**src/rtl/rf_pkg.sv**
```systemverilog
// Shared types for the rewind FIFO.
// Assumes: nothing beyond IEEE 1800-2017.
package rf_pkg;
    typedef enum logic {
        RM_STD  = 1'b0,
        RM_FWFT = 1'b1
    } rmode_e;

    localparam int unsigned SETUP_CYCLES = 2;
endpackage

```
**src/rtl/rf_store.sv**
```systemverilog
// Storage array: one synchronous write port, one combinational read port.
// Assumes: DEPTH is a power of two so that the pointers wrap naturally.
module rf_store #(
    parameter int W     = 8,
    parameter int DEPTH = 16
) (
    input  logic                     clk,
    input  logic                     we,
    input  logic [$clog2(DEPTH)-1:0] waddr,
    input  logic [W-1:0]             wdata,
    input  logic [$clog2(DEPTH)-1:0] raddr,
    output logic [W-1:0]             rdata
);
    logic [W-1:0] cells [DEPTH];

    // Capture write data into the addressed cell.
    always_ff @(posedge clk) begin
        if (we) begin
            cells[waddr] <= wdata;
        end
    end

    // Present the cell at the read pointer.
    always_comb begin
        rdata = cells[raddr];
    end
endmodule

```
**src/rtl/rf_ctrl.sv**
```systemverilog
// Pointer, count, output-register and rewind-setup control.
// Assumes: synchronous active-low resets, master over partial; DEPTH is a power of two.
module rf_ctrl
    import rf_pkg::*;
#(
    parameter int W     = 8,
    parameter int DEPTH = 16
) (
    input  logic                     clk,
    input  logic                     mrst_n,
    input  logic                     prst_n,
    input  logic                     ft_strap,
    input  logic                     wen_n,
    input  logic                     ren_n,
    input  logic                     rt_n,
    input  logic [W-1:0]             rd_word,
    output rmode_e                   mode,
    output logic                     wr_en,
    output logic [$clog2(DEPTH)-1:0] wr_ptr,
    output logic [$clog2(DEPTH)-1:0] rd_ptr,
    output logic [$clog2(DEPTH):0]   mcount,
    output logic                     oval,
    output logic                     busy,
    output logic [$clog2(DEPTH):0]   lvl,
    output logic [W-1:0]             dout
);
    localparam int AW = $clog2(DEPTH);
    localparam int CW = AW + 1;
    localparam logic [CW-1:0] CAP_STD = CW'(DEPTH);
    localparam logic [CW-1:0] CAP_FT  = CW'(DEPTH + 1);
    localparam logic [1:0]    SC_INIT = 2'(SETUP_CYCLES);

    rmode_e          mode_q;
    logic [AW-1:0]   wr_ptr_q, rd_ptr_q;
    logic [CW-1:0]   mcnt_q;
    logic            oval_q;
    logic [1:0]      sc_q;
    logic [W-1:0]    dout_q;

    logic            is_ft, full, rt_go, wr_do, pop, drain, ld_ft, rd_std;
    logic [CW-1:0]   lvl_c;

    // Derive the per-cycle decisions from the registered state.
    always_comb begin
        is_ft  = (mode_q == RM_FWFT);
        lvl_c  = mcnt_q + CW'(is_ft && oval_q);
        full   = (lvl_c == (is_ft ? CAP_FT : CAP_STD));
        rt_go  = (sc_q == 2'd0) && !rt_n && ren_n && wen_n;
        wr_do  = (sc_q == 2'd0) && !wen_n && !full;
        rd_std = (sc_q == 2'd0) && !ren_n && (mcnt_q != '0);
        ld_ft  = (mcnt_q != '0) &&
                 ((sc_q != 2'd0) ? (sc_q == 2'd1) : (!oval_q || !ren_n));
        pop    = !rt_go && (is_ft ? ld_ft : rd_std);
        drain  = is_ft && (sc_q == 2'd0) && oval_q && !ren_n && (mcnt_q == '0);
    end

    // Capture the read mode from the strap during master reset only.
    always_ff @(posedge clk) begin
        if (!mrst_n) begin
            mode_q <= rmode_e'(ft_strap);
        end
    end

    // Advance pointers, count, output register and the setup counter.
    always_ff @(posedge clk) begin
        if (!mrst_n || !prst_n) begin
            wr_ptr_q <= '0;
            rd_ptr_q <= '0;
            mcnt_q   <= '0;
            oval_q   <= 1'b0;
            sc_q     <= 2'd0;
            dout_q   <= '0;
        end else begin
            if (wr_do) begin
                wr_ptr_q <= wr_ptr_q + AW'(1);
            end
            if (rt_go) begin
                rd_ptr_q <= '0;
                mcnt_q   <= CW'(wr_ptr_q);
                oval_q   <= 1'b0;
                sc_q     <= SC_INIT;
            end else begin
                mcnt_q <= mcnt_q + CW'(wr_do) - CW'(pop);
                if (sc_q != 2'd0) begin
                    sc_q <= sc_q - 2'd1;
                end
                if (pop) begin
                    rd_ptr_q <= rd_ptr_q + AW'(1);
                    dout_q   <= rd_word;
                    oval_q   <= is_ft;
                end else if (drain) begin
                    oval_q <= 1'b0;
                end
            end
        end
    end

    assign mode   = mode_q;
    assign wr_en  = wr_do;
    assign wr_ptr = wr_ptr_q;
    assign rd_ptr = rd_ptr_q;
    assign mcount = mcnt_q;
    assign oval   = oval_q;
    assign busy   = (sc_q != 2'd0);
    assign lvl    = lvl_c;
    assign dout   = dout_q;
endmodule

```
**src/rtl/rf_flags.sv**
```systemverilog
// Status and level flags decoded from the control state.
// Assumes: lvl already includes the output word in fall-through mode.
module rf_flags
    import rf_pkg::*;
#(
    parameter int DEPTH = 16
) (
    input  rmode_e                 mode,
    input  logic [$clog2(DEPTH):0] mcount,
    input  logic                   oval,
    input  logic                   busy,
    input  logic [$clog2(DEPTH):0] lvl,
    input  logic [$clog2(DEPTH):0] ae_ofs,
    input  logic [$clog2(DEPTH):0] af_ofs,
    output logic                   ef_or,
    output logic                   full_ir,
    output logic                   ae_n,
    output logic                   af_n,
    output logic                   hf_n
);
    localparam int CW = $clog2(DEPTH) + 1;
    localparam logic [CW:0] CAP_STD = (CW+1)'(DEPTH);
    localparam logic [CW:0] CAP_FT  = (CW+1)'(DEPTH + 1);
    localparam logic [CW:0] HALF    = (CW+1)'(DEPTH / 2);

    logic [CW:0] cap, lvl_x, reach;

    // Decode the mode-specific status pair and the three level flags.
    always_comb begin
        cap   = (mode == RM_FWFT) ? CAP_FT : CAP_STD;
        lvl_x = {1'b0, lvl};
        reach = lvl_x + {1'b0, af_ofs};
        if (mode == RM_FWFT) begin
            ef_or   = !oval || busy;
            full_ir = (lvl_x == cap);
        end else begin
            ef_or   = (mcount != '0) && !busy;
            full_ir = (lvl_x != cap);
        end
        ae_n = !(lvl_x <= {1'b0, ae_ofs});
        af_n = !(reach >= cap);
        hf_n = !(lvl_x > HALF);
    end
endmodule

```
**src/rtl/rewind_fifo.sv**
```systemverilog
// Top: dual-mode single-clock FIFO with rewind and level flags.
// Assumes: DEPTH is a power of two and at least 4; resets are synchronous.
module rewind_fifo
    import rf_pkg::*;
#(
    parameter int W     = 8,
    parameter int DEPTH = 16
) (
    input  logic                   clk,
    input  logic                   mrst_n,
    input  logic                   prst_n,
    input  logic                   ft_strap,
    input  logic                   wen_n,
    input  logic                   ren_n,
    input  logic                   rt_n,
    input  logic [W-1:0]           din,
    input  logic [$clog2(DEPTH):0] ae_ofs,
    input  logic [$clog2(DEPTH):0] af_ofs,
    output logic [W-1:0]           dout,
    output logic                   ef_or,
    output logic                   full_ir,
    output logic                   ae_n,
    output logic                   af_n,
    output logic                   hf_n
);
    localparam int AW = $clog2(DEPTH);

    rmode_e          mode;
    logic            wr_en, oval, busy;
    logic [AW-1:0]   wr_ptr, rd_ptr;
    logic [AW:0]     mcount, lvl;
    logic [W-1:0]    rd_word;

    rf_store #(.W(W), .DEPTH(DEPTH)) u_store (
        .clk   (clk),
        .we    (wr_en),
        .waddr (wr_ptr),
        .wdata (din),
        .raddr (rd_ptr),
        .rdata (rd_word)
    );

    rf_ctrl #(.W(W), .DEPTH(DEPTH)) u_ctrl (
        .clk      (clk),
        .mrst_n   (mrst_n),
        .prst_n   (prst_n),
        .ft_strap (ft_strap),
        .wen_n    (wen_n),
        .ren_n    (ren_n),
        .rt_n     (rt_n),
        .rd_word  (rd_word),
        .mode     (mode),
        .wr_en    (wr_en),
        .wr_ptr   (wr_ptr),
        .rd_ptr   (rd_ptr),
        .mcount   (mcount),
        .oval     (oval),
        .busy     (busy),
        .lvl      (lvl),
        .dout     (dout)
    );

    rf_flags #(.DEPTH(DEPTH)) u_flags (
        .mode    (mode),
        .mcount  (mcount),
        .oval    (oval),
        .busy    (busy),
        .lvl     (lvl),
        .ae_ofs  (ae_ofs),
        .af_ofs  (af_ofs),
        .ef_or   (ef_or),
        .full_ir (full_ir),
        .ae_n    (ae_n),
        .af_n    (af_n),
        .hf_n    (hf_n)
    );
endmodule

```
**config.mk**
```make
export PLATFORM = sky130hd
export DESIGN_NAME = rewind_fifo
export DESIGN_NICKNAME = d
export VERILOG_FILES = /design/src/rtl/rf_pkg.sv /design/src/rtl/rf_store.sv /design/src/rtl/rf_ctrl.sv /design/src/rtl/rf_flags.sv /design/src/rtl/rewind_fifo.sv
export SDC_FILE = /design/constraint.sdc
export NUM_CORES = 1
export LEC_CHECK = 0
export BUFFER_PORTS_ARGS = -buffer_cell sky130_fd_sc_hd__buf_4
export CAP_MARGIN = 15
export CORE_MARGIN = 8
export CORE_UTILIZATION = 62
export DETAILED_ROUTE_END_ITERATION = 6
export PLACE_DENSITY = 0.81
export SETUP_SLACK_MARGIN = 0.15
export SLEW_MARGIN = 20
export SYNTH_ARGS = -nofsm -noshare
export SYNTH_HDL_FRONTEND = slang
export SYNTH_SLANG_ARGS = --single-unit
```
**constraint.sdc**
```tcl
create_clock -name clk -period 6.4 [get_ports clk]
set_input_delay 1.28 -clock clk [delete_from_list [all_inputs] [get_ports clk]]
set_output_delay 1.28 -clock clk [all_outputs]
set_load 0.005 [all_outputs]
```
==> flow_summary.toml <==
[status]
run_status = "finished clean"

[floorplan]
row_count = 37
die_x_um = 119
dieArea_um2 = 14200
ioPinCount = 38
coreArea_um2 = 10400
die_h_um = 119
start_util = 0.639

[global_routing]
grt_pass1_wl_um = 20800
grt_max_degree = 36
grt_usage = 0.194
grt.overflow.total = 0
antenna_found_initial = 0
grt_pass1_vias = 3873

[drt]
routed_via_density = 6.31
first_iter_violations = 296
drt_pass1_iterations = 4
num_vias = 3853
routed_wl_um = 13500
drt-wirelength-per-cell_um = 22.1
ant_nets = 0
drc = 0

[clocking]
tritoncts = "built"
cts_sinks = 153
root_buffer = "clkbuf_8"
numCtsBuffers = 17
clk_latency_ns = 0.53
clock_path_buffers = 2
htreeDepth = 4
ctsHoldBuffers = 0
post_cts_resized = 0
cts_setup_buffers = 0
clkTransAtPathRegs_ns = 0.07

[run]
maxCapViolCount = 0

[logic_synthesis]
synth_common_cells = "edfxtp_1, nor2_1, mux4_2"
synth_ff_type = "edfxtp_1"
synthAdderAreaFrac = 0.0529
yosysMostFrequentCell = "edfxtp_1"
synthesis.area_um2 = 6630
synthTopCellsByArea = "edfxtp_1, mux4_2, dfxtp_1, ha_1, a22o_1"
synth_compound_area_frac = 0.0572
seq_area_frac_synth = 0.657
muxShareOfSynthArea = 0.112
synth-seq-cells = 153
synth_top_family_by_area = "multiplexers"
synth_nets = 469
syn_area_per_cell_um2 = 15.8
async_reset_ff_frac = 0
synth_cells = 418
synth_cell_types = 46
post-synth-top-area-cell = "edfxtp_1"
synth_edf_count = 129
synth_simple_gate_area_frac = 0.0712
synthXorXnorAreaFrac = 0.0238
yosys_warnings = 0
yosys.area.top_type_share = 0.585

[sta]
hold_violations = 0
slew_viol_final = 0
rsz0062_at_grt = "false"
setup_tns_ns = 0
tightest_slew_ns = 0.919
fmax_mhz = 232
min_period_ns = 4.32
timing.final.crit_share = 0.674
slew-limit-headroom = 0.383
fin_skew_ns = 0.00873
setup_violations = 0

[place]
dpl_cell_area_um2 = 7020
dp_hpwl_um = 8810
globalplace.congestion = 0.824
portBuffers = 37
placed_cells = 579

[critical_path]
rrSetupSlack_ns = 2.91
crit_type = "reg2out"
arrival_ns = 3.04
critical_path.endpoint_type = "primary output"
critPathLaunchType = "register"
critPathRequiredTime_ns = 5.12
crit_fanout = 10

[cells_and_area]
nets = 513
nFillCells = 615
area.growth.synth_to_final_pct = 14.4
final_layout_size_suffix_gt1_frac = 0.225
instances_no_fill = 611
antennaDiodeCount = 0
final_area_um2 = 7580

[power]
ir_drop_mv = 0.265
leakagePower_nw = 2.63
cellPowerDensity_nw_per_um2 = 325

[worst_hold_path]
hp-class = "reg2reg"
## worst max-delay path, stage by stage (launching register included)
cell      delay (ns)
edfxtp_1        0.55
nand2_1         0.23
xnor2_1         0.22
ha_1            0.24
fa_1            0.41
a21o_1          0.17
a21oi_1         0.16
xor2_1          0.16
a21oi_1         0.06
nor3_1          0.14
buf_4           0.14
## per-stage QoR
stage / utilization / worst slack, ns / hold slack [ns] / power, mW
2_1_floorplan: - / 2.56 / 0.463 / 1.42
3_3_place_gp: 0.677 / 2.31 / 0.457 / 1.51
3_5_place_dp: 0.677 / 2.28 / 0.463 / 1.53
4_1_cts: 0.731 / 2.11 / 0.476 / 2.47
5_1_grt: 0.731 / 1.93 / 0.495 / 2.55
6_report: 0.731 / 2.08 / 0.476 / 2.46
## per-layer routing
metal	GRT usage	wire length [um]	up-vias
li1	-	-	1709
met1	0.239	5360	1914
met2	0.321	6740	198
met3	0.0538	1110	32
met4	0.0773	291	0
met5	0	0	-
## path summary, 6_finish.rpt
kind / startpoint / end / cells after the start
max: u_ctrl.mode / af_n / 10
max reg2reg: u_ctrl.mcount[2] / u_ctrl.mcount[4] / 15
min reg2reg: u_ctrl.dout[4] / u_ctrl.dout[4] / 2
min: u_ctrl.dout[4] / u_ctrl.dout[4] / 2
## area by class of cell
| cell class | count | area [um2] | area share |
|---|---|---|---|
| inverters | 18 | 67.6 | 0.00891 |
| flip-flops and latches | 153 | 4360 | 0.575 |
| multi-input cells | 229 | 2100 | 0.277 |
| clock buffers | 18 | 418 | 0.0551 |
| repair buffers | 43 | 323 | 0.0426 |
| clock inverters | 14 | 146 | 0.0193 |
| well taps | 136 | 170 | 0.0224 |
## cells by family after synthesis
group           after synthesis
compound gates               54
simple gates                 96
flops                       153
xor+xnor                     18
buf+inv                      36
mux                          34
fa+ha+maj                    27
## registers in the layout, indices dropped and copies added (netlist names)
signal         flops
u_ctrl.mode        1
u_ctrl.wr_ptr      4
u_ctrl.oval        1
u_ctrl.dout        8
u_ctrl.mcount      5
u_ctrl.rd_ptr      4
u_ctrl.sc_q        2
u_store.cells    128
## where the power goes
group          switching (mW)  leakage [nW]  total [mW]  internal (mW)
registers              0.0231          1.36        1.13           1.10
clock network           0.393         0.265       0.950          0.556
logic                   0.199          1.00       0.385          0.186
total                   0.616          2.63        2.46           1.85
## cells in the final DEF (no fill, tap or decap), drive strengths merged, types with 3 or more instances in the layout
cell and n:
a21o 4, a21oi 14, a22o 16, buf 43, clkbuf 18, clkinv 5
clkinvlp 3, dfxtp 24, edfxtp 129, ha 24, inv 22, mux4 32
nand2 24, nand2b 4, nand3 3, nand4 3, nor2 35, nor2b 3
nor3 9, o211ai 3, o22ai 9, xnor2 12, xor2 6
Note: power is estimated with default switching activity, not from simulation.
